[src/rtl/tsu_pkg.sv]
package tsu_pkg;
  localparam int TS_W   = 16;
  localparam int PSC_W  = 4;
  localparam int SEL_W  = 2;
  localparam int ADR_W  = 2;

  localparam logic [ADR_W-1:0] A_CFG  = 2'd0;
  localparam logic [ADR_W-1:0] A_CNT  = 2'd1;
  localparam logic [ADR_W-1:0] A_FLAG = 2'd2;

  typedef enum logic [SEL_W-1:0] {
    SRC_ZERO  = 2'b00,
    SRC_COUNT = 2'b01,
    SRC_RSV2  = 2'b10,
    SRC_RSV3  = 2'b11
  } ts_src_e;
endpackage

[src/rtl/tsu_cfg.sv]
module tsu_cfg #(
  parameter int PSC_W = 4,
  parameter int SEL_W = 2
) (
  input  logic             clk,
  input  logic             rst_n,
  input  logic             cfg_we,
  input  logic [PSC_W-1:0] psc_wd,
  input  logic [SEL_W-1:0] sel_wd,
  output logic [PSC_W-1:0] psc_q,
  output logic [SEL_W-1:0] sel_q,
  output logic             en_q,
  output logic             en_n,
  output logic             psc_chg
);
  import tsu_pkg::*;

  logic [PSC_W-1:0] psc_n;
  logic [SEL_W-1:0] sel_n;

  always_comb begin
    psc_n = psc_q;
    sel_n = sel_q;
    if (cfg_we) begin
      psc_n = psc_wd;
      sel_n = sel_wd;
    end
    psc_chg = cfg_we && (psc_wd != psc_q);
    en_n    = (sel_n == SEL_W'(SRC_COUNT));
  end

  always_ff @(posedge clk or negedge rst_n) begin
    if (!rst_n) begin
      psc_q <= '0;
      sel_q <= '0;
      en_q  <= 1'b0;
    end else begin
      psc_q <= psc_n;
      sel_q <= sel_n;
      en_q  <= en_n;
    end
  end
endmodule

[src/rtl/tsu_divider.sv]
module tsu_divider #(
  parameter int PSC_W = 4
) (
  input  logic             clk,
  input  logic             rst_n,
  input  logic             en_q,
  input  logic             en_n,
  input  logic             restart,
  input  logic             bit_tick,
  input  logic [PSC_W-1:0] psc,
  output logic             inc
);
  logic [PSC_W-1:0] div_q, div_n;
  logic             last;

  always_comb begin
    last  = (div_q == psc);
    inc   = en_q && bit_tick && !restart && last;
    div_n = div_q;
    if (!en_n || restart)
      div_n = '0;
    else if (bit_tick)
      div_n = last ? '0 : div_q + 1'b1;
  end

  always_ff @(posedge clk or negedge rst_n) begin
    if (!rst_n) div_q <= '0;
    else        div_q <= div_n;
  end
endmodule

[src/rtl/tsu_counter.sv]
module tsu_counter #(
  parameter int TS_W = 16
) (
  input  logic            clk,
  input  logic            rst_n,
  input  logic            en_n,
  input  logic            clr,
  input  logic            inc,
  input  logic            flag_clr,
  output logic [TS_W-1:0] cnt_q,
  output logic            flag_q
);
  localparam logic [TS_W-1:0] MAXV = '1;

  logic [TS_W-1:0] cnt_n;
  logic            wrap, flag_n;

  always_comb begin
    wrap  = inc && (cnt_q == MAXV);
    cnt_n = cnt_q;
    if (!en_n || clr) cnt_n = '0;
    else if (inc)     cnt_n = cnt_q + 1'b1;
    flag_n = flag_q;
    if (wrap)          flag_n = 1'b1;
    else if (flag_clr) flag_n = 1'b0;
  end

  always_ff @(posedge clk or negedge rst_n) begin
    if (!rst_n) begin
      cnt_q  <= '0;
      flag_q <= 1'b0;
    end else begin
      cnt_q  <= cnt_n;
      flag_q <= flag_n;
    end
  end
endmodule

[src/rtl/tsu_capture.sv]
module tsu_capture #(
  parameter int TS_W = 16
) (
  input  logic            clk,
  input  logic            rst_n,
  input  logic            take,
  input  logic [TS_W-1:0] val,
  output logic [TS_W-1:0] ts_q,
  output logic            vld_q
);
  logic [TS_W-1:0] ts_n;

  always_comb ts_n = take ? val : ts_q;

  always_ff @(posedge clk or negedge rst_n) begin
    if (!rst_n) begin
      ts_q  <= '0;
      vld_q <= 1'b0;
    end else begin
      ts_q  <= ts_n;
      vld_q <= take;
    end
  end
endmodule

[src/rtl/tstamp_unit.sv]
module tstamp_unit
  import tsu_pkg::*;
#(
  parameter int TSW = TS_W,
  parameter int PW  = PSC_W,
  parameter int SW  = SEL_W,
  parameter int AW  = ADR_W
) (
  input  logic          clk,
  input  logic          rst_n,
  input  logic          bit_tick,
  input  logic          sof_pulse,
  input  logic          sof_is_tx,
  input  logic          reg_wr,
  input  logic [AW-1:0] reg_addr,
  input  logic [15:0]   reg_wdata,
  output logic [15:0]   reg_rdata,
  output logic [TSW-1:0] count_o,
  output logic          wrap_irq,
  output logic [TSW-1:0] rx_ts,
  output logic          rx_ts_vld,
  output logic [TSW-1:0] tx_ts,
  output logic          tx_ts_vld
);
  localparam int CFG_W = PW + SW;

  logic [PW-1:0] psc_q;
  logic [SW-1:0] sel_q;
  logic          en_q, en_n, psc_chg, inc;
  logic          cfg_we, cnt_clr, flag_clr;
  logic          take_rx, take_tx;
  logic [TSW-1:0] cnt_q;
  logic          flag_q;
  logic          unused_wdata;

  assign cfg_we   = reg_wr && (reg_addr == A_CFG);
  assign cnt_clr  = reg_wr && (reg_addr == A_CNT);
  assign flag_clr = reg_wr && (reg_addr == A_FLAG) && reg_wdata[0];
  assign take_rx  = sof_pulse && !sof_is_tx;
  assign take_tx  = sof_pulse && sof_is_tx;
  assign unused_wdata = ^reg_wdata[15:CFG_W];

  tsu_cfg #(.PSC_W(PW), .SEL_W(SW)) u_cfg (
    .clk(clk), .rst_n(rst_n), .cfg_we(cfg_we),
    .psc_wd(reg_wdata[PW-1:0]), .sel_wd(reg_wdata[CFG_W-1:PW]),
    .psc_q(psc_q), .sel_q(sel_q), .en_q(en_q), .en_n(en_n), .psc_chg(psc_chg)
  );

  tsu_divider #(.PSC_W(PW)) u_div (
    .clk(clk), .rst_n(rst_n), .en_q(en_q), .en_n(en_n), .restart(psc_chg),
    .bit_tick(bit_tick), .psc(psc_q), .inc(inc)
  );

  tsu_counter #(.TS_W(TSW)) u_cnt (
    .clk(clk), .rst_n(rst_n), .en_n(en_n), .clr(cnt_clr), .inc(inc),
    .flag_clr(flag_clr), .cnt_q(cnt_q), .flag_q(flag_q)
  );

  tsu_capture #(.TS_W(TSW)) u_cap_rx (
    .clk(clk), .rst_n(rst_n), .take(take_rx), .val(cnt_q),
    .ts_q(rx_ts), .vld_q(rx_ts_vld)
  );

  tsu_capture #(.TS_W(TSW)) u_cap_tx (
    .clk(clk), .rst_n(rst_n), .take(take_tx), .val(cnt_q),
    .ts_q(tx_ts), .vld_q(tx_ts_vld)
  );

  always_comb begin
    reg_rdata = '0;
    case (reg_addr)
      A_CFG:   reg_rdata[CFG_W-1:0] = {sel_q, psc_q};
      A_CNT:   reg_rdata[TSW-1:0]   = cnt_q;
      A_FLAG:  reg_rdata[0]         = flag_q;
      default: reg_rdata = '0;
    endcase
  end

  assign count_o  = cnt_q;
  assign wrap_irq = flag_q;
endmodule

[config.mk]
export PLATFORM = sky130hd
export DESIGN_NAME = tstamp_unit
export DESIGN_NICKNAME = d
export VERILOG_FILES = /design/src/rtl/tsu_pkg.sv /design/src/rtl/tsu_cfg.sv /design/src/rtl/tsu_divider.sv /design/src/rtl/tsu_counter.sv /design/src/rtl/tsu_capture.sv /design/src/rtl/tstamp_unit.sv
export SDC_FILE = /design/constraint.sdc
export NUM_CORES = 1
export LEC_CHECK = 0
export BUFFER_PORTS_ARGS = -buffer_cell sky130_fd_sc_hd__buf_2
export CORE_ASPECT_RATIO = 1.5
export CORE_UTILIZATION = 55
export CTS_CLUSTER_DIAMETER = 80
export DETAILED_ROUTE_END_ITERATION = 8
export PLACE_DENSITY = 0.85
export SETUP_SLACK_MARGIN = 0.05
export SLEW_MARGIN = 10
export SYNTH_ARGS = -nofsm -noshare
export SYNTH_HDL_FRONTEND = slang
export SYNTH_SLANG_ARGS = --single-unit
[constraint.sdc]
create_clock -name clk -period 5.05 [get_ports clk]
set_input_delay 1.01 -clock clk [delete_from_list [all_inputs] [get_ports clk]]
set_output_delay 1.01 -clock clk [all_outputs]
set_load 0.02 [all_outputs]
Word level (Yosys, flattened, before mapping)
Index checks and enable logic that the tools add are counted.
{"block": "word_totals", "regBits": 62, "word_cells": 49, "out_inout_bits": 67}
{"block": "op_classes", "eq_ne": 6, "add_sub_neg": 2, "mux": 11, "n_reduce_logical": 20}
{"cell": "$mux 16", "n": 2}
{"cell": "$add 16x1->16 const B", "n": 1}
{"cell": "$eq 16x16->1 const B", "n": 1}
{"cell": "$mux 4", "n": 3}
{"cell": "$logic_and 1x1->1", "n": 11}
{"cell": "$mux 10", "n": 1}
{"cell": "$pmux 5 s2", "n": 1}
{"cell": "$reduce_bool 2->1", "n": 3}
{"cell": "$add 4x1->4 const B", "n": 1}
{"cell": "$eq 2x1->1 const B", "n": 2}
{"cell": "$eq 4x4->1", "n": 1}
{"cell": "$ne 4x4->1", "n": 1}
{"cell": "$logic_not 1->1", "n": 3}
{"cell": "$pmux 1 s3", "n": 1}
{"cell": "$eq 2x2->1 const B", "n": 1}
{"cell": "$logic_not 2->1", "n": 1}
{"cell": "$logic_or 1x1->1", "n": 2}
{"cell": "$mux 1", "n": 2}
{"cell": "$mux 2", "n": 1}

Depth between registers and ports, before layout
Gate-level depths: netlist (run 1).
{"block": "logic_depth", "ltp_word": 8, "mapped_depth": 7, "ltp_nobuf": 6}

By module
A second synthesis (run 1) with hierarchy kept.
{"block": "hier_totals", "hier_cells": 241, "hier_area_um2": 3081.7}
{"module": "tsu_capture", "cells_per_inst": 35, "area_per_inst_um2": 674.4, "instances": 2}
{"module": "tsu_counter", "cells_per_inst": 90, "area_per_inst_um2": 890.9, "instances": 1}
{"module": "tsu_cfg", "cells_per_inst": 20, "area_per_inst_um2": 314.1, "instances": 1}
{"module": "tsu_divider", "cells_per_inst": 29, "area_per_inst_um2": 280.3, "instances": 1}
{"module": "tstamp_unit", "cells_per_inst": 32, "area_per_inst_um2": 247.7, "instances": 1}

Worst setup path after synthesis (run 1)
OpenSTA, ideal clock, no wires.
{"block": "synth_timing", "path_kind": "input port to output port", "startpoint": "in reg_addr[0]", "endpoint": "out reg_rdata[0]", "t_arrival_ns": 1.835, "setup_slack_ns": 2.205, "path_stages": 5, "required_time_ns": 4.040, "path_cell_list": "buf_4 > nor2b_1 > clkbuf_1 > nand2_1 > o21ai_0"}
{"block": "synth_via", "elab_chain_cells": 2}
{"item": "from (decl)", "line": "tstamp_unit.sv:15", "source": "input logic [AW-1:0] reg_addr,"}
{"item": "$eq 2x2->1, or another cell as far along", "line": "tstamp_unit.sv:71", "source": "case (reg_addr)"}
{"item": "$pmux 1 s3 *", "line": "tstamp_unit.sv:71"}
{"item": "to (decl)", "line": "tstamp_unit.sv:17", "source": "output logic [15:0] reg_rdata,"}
Every way passes the cells marked *; elsewhere a longest branch is shown, timed or not.

Worst setup path after layout (run 1)
Same ends and word-level chain as after synthesis.

==> results of run 1 <==
[cells in the final DEF, fill, tap and decap left out, types with 6 or more instances in the layout]
cell	instances
a21oi_1	11
and2_1	10
buf_2	80
clkbuf_8	9
dfrtp_1	62
inv_1	9
mux2_2	26
mux2i_1	7
nand2_1	27
nand3_1	7
nor2_1	19
o21ai_0	23
or3_1	6
xnor2_1	10
[stage by stage]
stage	std cells	hold WS [ns]	power (uW)	setup WS [ns]	util, %
after floorplan	267	0.513	600	2.21	-
after global placement	407	0.459	631	1.91	65.6
after detailed placement	407	0.465	635	1.85	65.6
after CTS	423	0.481	1220	1.81	70.9
after global routing	423	0.513	1250	1.65	70.9
final	423	0.475	1200	1.83	70.9
[cells by family (layout without fill, tap and decap cells)]
kind of cell / count (synthesis) / after routing / synth area share, %
adders and majority gates: 2 / 2 / 0.859
buffers and inverters: 18 / 106 / 2.58
AOI/OAI and AO/OA: 43 / 43 / 8.89
muxes: 33 / 33 / 12.5
xor gates and xnor gates: 14 / 14 / 4.21
and+or+nand+nor: 95 / 95 / 17.7
DFF: 62 / 62 / 53.3
[layout make-up]
cell class	count	area share, %
flip-flops and latches	62	42.7
well taps	68	2.34
repair buffers	81	11.2
clock buffers	9	3.41
multi-input cells	187	35.4
inverters	9	0.930
clock inverters	7	3.99
[synth_stat cells, drive strengths merged (5+ instances only)]
cell / count
mux2i: 7
xnor2: 10
and2: 10
nand3: 7
nand2: 27
dfrtp: 62
mux2: 26
o21ai: 23
buf: 5
nor2: 19
nand4: 7
a21oi: 11
inv: 9
or3: 6
[power groups by stage]
stage               combinational (uW)  sequential, uW  clock, uW
detailed placement                 104             531          0
CTS                                104             521        590
floorplan                         71.8             528          0
global route                       114             523        608
finish                             102             522        580
global placement                   101             530          0
[final timing paths]
| kind | cells after the start | from | slack (ns) | endpoint |
|---|---|---|---|---|
| worst max-delay path | 5 | reg_addr[0] | 1.83 | reg_rdata[0] |
| worst min-delay path | 2 | u_cap_tx.ts_q[7] | 0.47 | u_cap_tx.ts_q[7] |
| worst max register to register | 5 | u_cfg.psc_q[3] | 2.92 | u_cnt.cnt_q[14] |
| worst min register to register | 2 | u_cap_tx.ts_q[7] | 0.47 | u_cap_tx.ts_q[7] |
| max in group asynchronous | 2 | rst_n | 3.72 | u_cfg.psc_q[2] |
| min in group asynchronous | 2 | rst_n | 0.80 | u_cap_rx.ts_q[12] |
[worst reg2reg max path, delay by kind of cell (launching register included)]
family | cells | cell delay (ns)
DFF | 1 | 0.42
AOI/OAI and AO/OA | 3 | 0.93
and+or+nand+nor | 1 | 0.46
xor gates and xnor gates | 1 | 0.21
[flip-flops by register name, summed over array words and instances, names as in the netlist]
name and count:
u_cnt.flag_q 1, u_cap_tx.ts_q 16, u_cap_rx.ts_q 16, u_div.div_q 4
u_cnt.cnt_q 16, u_cfg.en_q 1, u_cap_tx.vld_q 1, u_cap_rx.vld_q 1
u_cfg.psc_q 4, u_cfg.sel_q 2
[routing by layer]
metal / part of all wire [%] / global-route usage, % / vias to the layer above / routed length [um]
met3: 5.8 / 5.98 / 17 / 376
met4: 2.1 / 12.8 / 0 / 137
met2: 54 / 42.7 / 95 / 3500
met1: 38 / 30.5 / 1160 / 2440
li1: - / - / 1113 / -
met5: 0 / 0 / - / 0
==> out/results.ini, run 1 <==
[setup_path]
critical_path_required_ns=4.04
cp_top_family=simple AND/OR/NAND/NOR gates
endpoint_kind=output pin
start_kind=input port
slowest_delay_ns=0.55
criticalPathCategory=input port to output pin
path_buf_inv=2
path_cells=buf_2 -> nor2b_1 -> nand2_1 -> o21ai_0 -> buf_2
cp_common_cell=buf_2
cp_slowest_cell=nor2b_1
worstPathMaxFanout=11
crit_arrival_ns=2.21

[timing]
slew_headroom_pct=36.6
period_share_pct=63.8
tightest_slew_ns=0.951
final.setup_skew_ns=0.00582
finalSetupViolCount=0
drv_slew=0
setup_tns_ns=0
grt_setup_unrepaired=false
fmax_mhz=310
fin_crit_ns=3.22
hold_viol=0

[power_and_ir_drop]
max-vdd-ir-drop_mv=0.227
p_clk_share_pct=48.1
cellPowerDensity_nw_per_um2=331
seqPwrFrac_pct=43.3
p_leak_uw=0.00186
power.internal_uw=925
pwr-share-comb_pct=8.5
p_sw_uw=278
swShare_pct=23.1

[grt]
grt_overflow=0
grt_pass1_vias=2283
grt_use_total_pct=25.9
grt_max_degree=63
antenna_found_initial=0
grt_pass1_wl_mm=10.5

[synthesis]
yosysTopAreaCell=dfrtp_1
synth_area_um2=2910
ys_types=39
async_flop_share_pct=100
synth_seq_cells=62
syn_avg_cell_area_um2=10.9
yosys-top-cells-area=dfrtp_1 (53%), mux2_2 (10%), o21ai_0 (4.0%)
yosysWarnings=0
synth.yosys.seq_area_share_pct=53.3
syn_nets=293
synthCells=267
synth_edf_count=0
synth_ff_type=dfrtp_1
synth_top_area_share_pct=53.3

[finish]
area_growth_syn_to_layout_pct=24.7
drive_above_1_share_pct=36.6
multi_input_area_um2=1290
final_nets=376
antenna-diode-count=0
register_area_um2=1550
final_area_um2=3630
fill_cells=401

[place]
placed_area_um2=3360
dp_hpwl_mm=4.46
port_buffers=80
place.gp.congestion=0.804

[outcome]
status=finished, final reports clean

[detailed_routing]
ant_nets=0
drcViolationCount=0
routedWlPerCell_um=15.3
drt_wl_total_mm=6.46
via_per_inst=5.64
drt_iter0_markers=99
vias=2385
dr.pass1.iters=4

[cts]
clk_path_buf_depth=2
clock_latency_ns=0.34
numClockSinks=62
cts_made_buffers=9
cts_tree=built
clk_pin_slew_ns=0.07
postCtsSetupBuffers=0
cts.hold.buffers_added=0
cts_root_buffer=clkbuf_8
cts_resized=0
h-tree-depth=3

[floorplanning]
fp.dieArea_um2=5600
core_um2=5120
die_h_um=91.1
std_cell_rows=32
ios=91
die_w_um=61.4
start_util_pct=56.8

[worst_hold_path]
min_path_type=register to register

[run]
cap_violations=0

Note: power is estimated with default switching activity, not from simulation.
==> run 2: changes to the inputs <==
- ABC_AREA: not set -> 1
- CORE_UTILIZATION: 55 -> 47
- PLACE_DENSITY: 0.85 -> 0.76
- clock period: 5.05 -> 2.9 ns (I/O delays scaled with it)
==> out/results.ini, run 2 <==
[setup_path]
rrSetupSlack_ns=1.16  ; was 2.92 ns
path_buf_inv=4  ; was 2
crit_arrival_ns=1.61  ; was 2.21 ns
cp_slowest_cell=o21ai_0  ; was nor2b_1
critical_path_required_ns=2.32  ; was 4.04 ns
path_cells=buf_2 -> inv_1 -> nor2_1 -> inv_1 -> o21ai_0 -> buf_2  ; was buf_2 -> nor2b_1 -> nand2_1 -> o21ai_0 -> buf_2
worstPathMaxFanout=16  ; was 11
cp_top_family=buffers and inverters  ; was simple AND/OR/NAND/NOR gates
reg2reg_to=u_cnt.cnt_q[8]  ; was u_cnt.cnt_q[14]
rr_worst_depth=8  ; was 5
criticalPathCategory=input port to output pin  ; unchanged
slowest_delay_ns=0.30  ; was 0.55 ns
endpoint_kind=output pin  ; unchanged
path_depth=6  ; was 5
start_kind=input port  ; unchanged
r2r_start=u_cnt.cnt_q[0]  ; was u_cfg.psc_q[3]

[synthesis]
synth_edf_count=0  ; unchanged
async_flop_share_pct=100  ; unchanged
synth_ff_type=dfrtp_1  ; unchanged
synth_seq_cells=62  ; unchanged
syn_avg_cell_area_um2=7.89  ; was 10.9 um2
synthCells=408  ; was 267
yosysWarnings=0  ; unchanged
yosysTopAreaCell=dfrtp_1  ; unchanged
yosys-top-cells-area=dfrtp_1 (48%), nand2_1 (14%), o21ai_0 (5.8%)  ; was dfrtp_1 (53%), mux2_2 (10%), o21ai_0 (4.0%)
yosysMostFrequentCell=nand2_1  ; was dfrtp_1
synth_area_um2=3220  ; was 2910 um2
ys_types=31  ; was 39
syn_nets=434  ; was 293
synth.yosys.seq_area_share_pct=48.2  ; was 53.3%
synth_top_area_share_pct=48.2  ; was 53.3%
synth_common_cells=nand2_1 (121), dfrtp_1 (62), nor2_1 (40), o21ai_0 (37), inv_1 (35)  ; was dfrtp_1 (62), nand2_1 (27), mux2_2 (26), o21ai_0 (23), nor2_1 (19)

[finish]
final_area_um2=3860  ; was 3630 um2
antenna-diode-count=0  ; unchanged
final_common_cell=nand2_1  ; was buf_2
drive_above_1_share_pct=25.1  ; was 36.6%
largestRegisters=u_cap_rx.ts_q (16), u_cap_tx.ts_q (16), u_cnt.cnt_q (16)  ; unchanged
final_cells=567  ; was 423
final_cell_mix=nand2_1 (121), buf_2 (80), dfrtp_1 (62)  ; was buf_2 (80), dfrtp_1 (62), nand2_1 (27)
final_nets=513  ; was 376
area_growth_syn_to_layout_pct=20.0  ; was 24.7%

[timing]
grt_setup_unrepaired=false  ; unchanged
hold_viol=0  ; unchanged
period_share_pct=75.6
final.setup_skew_ns=0.00950  ; was 0.00582 ns
finalSetupViolCount=0  ; unchanged
setup_tns_ns=0  ; unchanged
fmax_mhz=456
drv_slew=0  ; unchanged
fin_crit_ns=2.19
tightest_slew_ns=0.893  ; was 0.951 ns
slew_headroom_pct=40.3  ; was 36.6%

[place]
placed_cells=552  ; was 407
port_buffers=80  ; unchanged
place.gp.congestion=0.909  ; was 0.804
dp_hpwl_mm=5.70  ; was 4.46 mm
placed_area_um2=3640  ; was 3360 um2

[floorplanning]
ios=91  ; unchanged
die_w_um=69.6  ; was 61.4 um
fp.dieArea_um2=7190  ; was 5600 um2
core_um2=6580  ; was 5120 um2
die_h_um=103  ; was 91.1 um
start_util_pct=48.9  ; was 56.8%
std_cell_rows=36  ; was 32

[run]
cap_violations=0  ; unchanged

[cts]
cts_root_buffer=clkbuf_8  ; unchanged
numClockSinks=62  ; unchanged
clk_pin_slew_ns=0.06  ; was 0.07 ns
cts_made_buffers=9  ; unchanged
h-tree-depth=3  ; unchanged
cts.hold.buffers_added=0  ; unchanged
clock_latency_ns=0.35  ; was 0.34 ns
cts_tree=built  ; unchanged
cts_resized=0  ; unchanged
clk_path_buf_depth=2  ; unchanged
postCtsSetupBuffers=0  ; unchanged

[detailed_routing]
drt_iter0_markers=233  ; was 99
ant_nets=0  ; unchanged
via_per_inst=5.24  ; was 5.64
drcViolationCount=0  ; unchanged
dr.pass1.iters=5  ; was 4
drt_wl_total_mm=7.85  ; was 6.46 mm
routedWlPerCell_um=13.8  ; was 15.3 um
vias=2972  ; was 2385

[grt]
grt_pass1_vias=2699  ; was 2283
antenna_found_initial=0  ; unchanged
grt_overflow=0  ; unchanged
grt_pass1_wl_mm=12.9  ; was 10.5 mm
grt_use_total_pct=23.3  ; was 25.9%
grt_max_degree=39  ; was 63

[worst_hold_path]
min_path_type=input port to asynchronous set/reset pin  ; was register to register

[power_and_ir_drop]
max-vdd-ir-drop_mv=0.263  ; was 0.227 mV
cellPowerDensity_nw_per_um2=502  ; was 331 nW/um2
p_leak_uw=0.00204  ; was 0.00186 uW
p_total_uw=1940  ; was 1200 uW

[outcome]
status=finished, final reports clean  ; unchanged

-- run 2: cell types whose count changed after synthesis, sizes merged, moves of 10 or more --
cell,previous run,this run
mux2,26,0
nand3,7,28
and2,10,0
nand2,27,136
o21ai,23,38
inv,9,39
nor2,19,44
nand4,7,21
-- run 2: power breakdown --
group          internal, uW  total (uW)  switching [uW]
clock network           503         845             342
logic                  52.7         197             144
registers               882         895            13.6
total                  1440        1940             500
-- run 2: worst max-delay path by stage --
stage | start | end | slack [ns]
global route | reg_addr[0] | reg_rdata[4] | 0.56
CTS | reg_addr[0] | reg_rdata[4] | 0.69
global placement | reg_addr[1] | u_cnt.cnt_q[6] | 0.65
finish | reg_addr[0] | reg_rdata[4] | 0.71
floorplan | reg_addr[0] | reg_rdata[10] | 0.99
detailed placement | reg_addr[1] | u_cnt.cnt_q[10] | 0.61
-- run 2: layout make-up --
class / instances / area (um2)
flip-flops and latches: 62 / 1550
fillers: 613 / 2710
inverters: 40 / 150
well taps: 76 / 95.1
repair buffers: 83 / 423
multi-input cells: 291 / 1420
clock buffers: 10 / 138
clock inverters: 5 / 83.8
-- run 2: metal layers --
layer | share of wire [%] | global-route usage (%)
met1 | 42 | 29.0
met3 | 6.5 | 4.46
met5 | 0 | 0
met2 | 49 | 39.0
met4 | 2.1 | 11.8
-- run 2: metrics by stage --
step	utilization, %	hold WS (ns)	setup WS [ns]
after detailed placement	55.4	0.468	0.611
final	58.7	0.327	0.707
after floorplan	-	0.284	0.992
after global routing	58.7	0.398	0.558
after CTS	58.7	0.348	0.690
after global placement	55.4	0.460	0.655
-- run 2: worst reg2reg max path, delay by kind of cell (launching register included) --
family	cells	cell delay (ns)
and+or+nand+nor	6	0.76
DFF	1	0.48
adders and majority gates	1	0.28
xor gates and xnor gates	1	0.15
-- run 2: cells by family (layout without fill, tap and decap cells) --
group / Yosys count / count (layout) / synth area share, %
buffers and inverters: 55 / 138 / 7.62
XOR/XNOR: 9 / 9 / 2.45
adder cells (fa/ha/maj): 2 / 2 / 0.777
flip-flops: 62 / 62 / 48.2
AO/OA/AOI/OAI: 49 / 49 / 8.28
AND/OR/NAND/NOR: 231 / 231 / 32.7
==> run 3: changes to the inputs <==
- ABC_AREA: 1 -> 0
- CORE_UTILIZATION: 47 -> 51
- PLACE_DENSITY: 0.76 -> 0.8
- clock period: 2.9 -> 2.1 ns (I/O delays scaled with it)
==> out/results.ini, run 3 (same netlist as run 1, synthesis figures left out) <==
[power_and_ir_drop]
pwr-share-comb_pct=11.7  ; was 10.2%
p_clk_share_pct=42.0  ; was 43.6%
power.internal_uw=2020  ; was 1440 uW
max-vdd-ir-drop_mv=0.467  ; was 0.263 mV
swShare_pct=25.3  ; was 25.8%
p_sw_uw=684  ; was 500 uW
seqPwrFrac_pct=46.2  ; about the same
p_leak_uw=0.00190  ; was 0.00204 uW
cellPowerDensity_nw_per_um2=720  ; was 502 nW/um2

[setup_path]
crit_arrival_ns=2.17  ; was 1.61 ns
reg2reg_to=u_cnt.cnt_q[14]  ; was u_cnt.cnt_q[8]
crit_end=u_cnt.cnt_q[14]  ; was reg_rdata[4]
start_kind=register  ; was input port
endpoint_kind=register  ; was output pin
r2r_start=u_cfg.psc_q[0]  ; was u_cnt.cnt_q[0]
rrSetupSlack_ns=0.15  ; was 1.16 ns
rr_worst_depth=6  ; was 8
criticalPathCategory=register to register  ; was input port to output pin
critical_path_required_ns=2.33  ; was 2.32 ns
critPathLaunch=u_cfg.psc_q[0]  ; was reg_addr[0]
worstPathMaxFanout=10  ; was 16

[finish]
register_area_um2=1550  ; about the same
fill_cells=425  ; was 613
multi_input_area_um2=1330  ; was 1420 um2
drive_above_1_share_pct=39.5  ; was 25.1%
final_nets=388  ; was 513
area_growth_syn_to_layout_pct=28.7  ; was 20.0%
final_common_cell=buf_2  ; was nand2_1
final_cell_mix=buf_2 (80), dfrtp_1 (61), nand2_1 (27)  ; was nand2_1 (121), buf_2 (80), dfrtp_1 (62)
antenna-diode-count=0  ; unchanged
largestRegisters=u_cap_rx.ts_q (16), u_cap_tx.ts_q (16), u_cnt.cnt_q (16)  ; unchanged

[outcome]
status=finished, final reports clean  ; unchanged

[floorplanning]
fp.dieArea_um2=6020  ; was 7190 um2
die_h_um=94.6  ; was 103 um
std_cell_rows=33  ; was 36
die_w_um=63.7  ; was 69.6 um
core_um2=5490  ; was 6580 um2
start_util_pct=53.0  ; was 48.9%
ios=91  ; unchanged

[place]
place.gp.congestion=0.848  ; was 0.909
dp_worst_setup_slack_ns=0.0349  ; was 0.611 ns
port_buffers=80  ; unchanged
dp_hpwl_mm=4.71  ; was 5.70 mm

[grt]
grt_pass1_vias=2303  ; was 2699
busiest_layer=met2  ; unchanged
antenna_found_initial=0  ; unchanged
grt_pass1_wl_mm=10.9  ; was 12.9 mm
grt_overflow=0  ; unchanged
met3_usage_pct=5.80  ; was 4.46%
met1_usage_pct=27.3  ; was 29.0%
grt_use_total_pct=24.2  ; was 23.3%
grt_max_degree=44  ; was 39
grtUsageMet2_pct=42.8  ; was 39.0%

[cts]
cts_root_buffer=clkbuf_8  ; unchanged
cts_made_buffers=9  ; unchanged
cts_tree=built  ; unchanged
clock_latency_ns=0.34  ; was 0.35 ns
postCtsSetupBuffers=0  ; unchanged
h-tree-depth=3  ; unchanged
clk_pin_slew_ns=0.07  ; was 0.06 ns
numClockSinks=62  ; unchanged
clk_path_buf_depth=2  ; unchanged

[timing]
period_share_pct=92.6
finalSetupViolCount=0  ; unchanged
fin_crit_ns=1.95
tightest_slew_ns=0.612  ; was 0.893 ns
hold_ws_ns=0.0381  ; was 0.327 ns
final.setup_skew_ns=0.00601  ; was 0.00950 ns
drv_slew=0  ; unchanged
setup_ws_ns=0.155  ; was 0.707 ns
setup_tns_ns=0  ; unchanged
hold_viol=0  ; unchanged
grt_setup_unrepaired=false  ; unchanged
fmax_mhz=514
slew_headroom_pct=59.2  ; was 40.3%

[detailed_routing]
drt_wl_total_mm=6.61  ; was 7.85 mm
dr.pass1.iters=4  ; was 5
vias=2381  ; was 2972
via_per_inst=5.45  ; was 5.24
ant_nets=0  ; unchanged
drcViolationCount=0  ; unchanged
routedWlPerCell_um=15.1  ; was 13.8 um
drt_iter0_markers=102  ; was 233

[run]
cap_violations=0  ; unchanged

[worst_hold_path]
min_path_type=input port to asynchronous set/reset pin  ; unchanged

run 3: cell count changes in the layout (fill, tap and decap cells not counted), moves of 14 or more:
cell / delta
nand2_1: -94
inv_1: -26
mux2_2: +25
nor2_1: -21
nand3_1: -20
nand4_1: -16
o21ai_0: -14
run 3: layout make-up:
class | count | area share [%]
Clock inverter | 6 | 2.30
Sequential cell | 62 | 41.4
Timing Repair Buffer | 93 | 14.3
Multi-Input combinational cell | 187 | 35.3
Inverter | 9 | 0.901
Tap cell | 70 | 2.34
Clock buffer | 10 | 3.40
run 3: layer usage:
metal / wire (um) / share of wire (%) / vias up
met5: 0 / 0 / -
met4: 115 / 1.7 / 0
met3: 269 / 4.1 / 10
met2: 3630 / 55 / 75
met1: 2590 / 39 / 1164
li1: - / - / 1132
run 3: critical path, stage by stage, from the launching register on:
cell      delay (ns)
dfrtp_2         0.44
xor2_1          0.20
o41a_1          0.51
nor3_4          0.23
buf_12          0.15
a311oi_1        0.08
a41o_1          0.22
run 3: how the worst min path moves through the flow:
stage          startpoint               end  slack (ns)
6_report            rst_n  u_cap_tx.ts_q[1]        0.04
5_1_grt             rst_n  u_cap_tx.ts_q[1]        0.07
4_1_cts             rst_n  u_cap_tx.ts_q[1]        0.05
3_5_place_dp        rst_n  u_cap_tx.ts_q[1]        0.41
3_3_place_gp        rst_n  u_cap_tx.ts_q[1]        0.41
2_1_floorplan       rst_n  u_cap_rx.ts_q[0]        0.12
run 3: what timing repair did:
item,CTS,global route
resized for setup,0,7
hold buffers,0,0
setup endpoints to repair,0,7
run 3: per-stage QoR:
stage	total power [uW]	util [%]	cells	area, um2
finish	2700	68.3	437	3750
global route	2800	68.3	437	3750
CTS	2690	67.6	437	3710
detailed placement	1560	63.7	421	3500
global placement	1550	63.7	421	3500
floorplan	1450	-	267	2920
run 3: power by group through the flow:
stage | Combinational, uW | Sequential [uW] | Clock (uW)
global placement | 284 | 1270 | 0
floorplan | 175 | 1270 | 0
detailed placement | 293 | 1270 | 0
finish | 317 | 1250 | 1130
global route | 349 | 1250 | 1200
CTS | 299 | 1250 | 1140
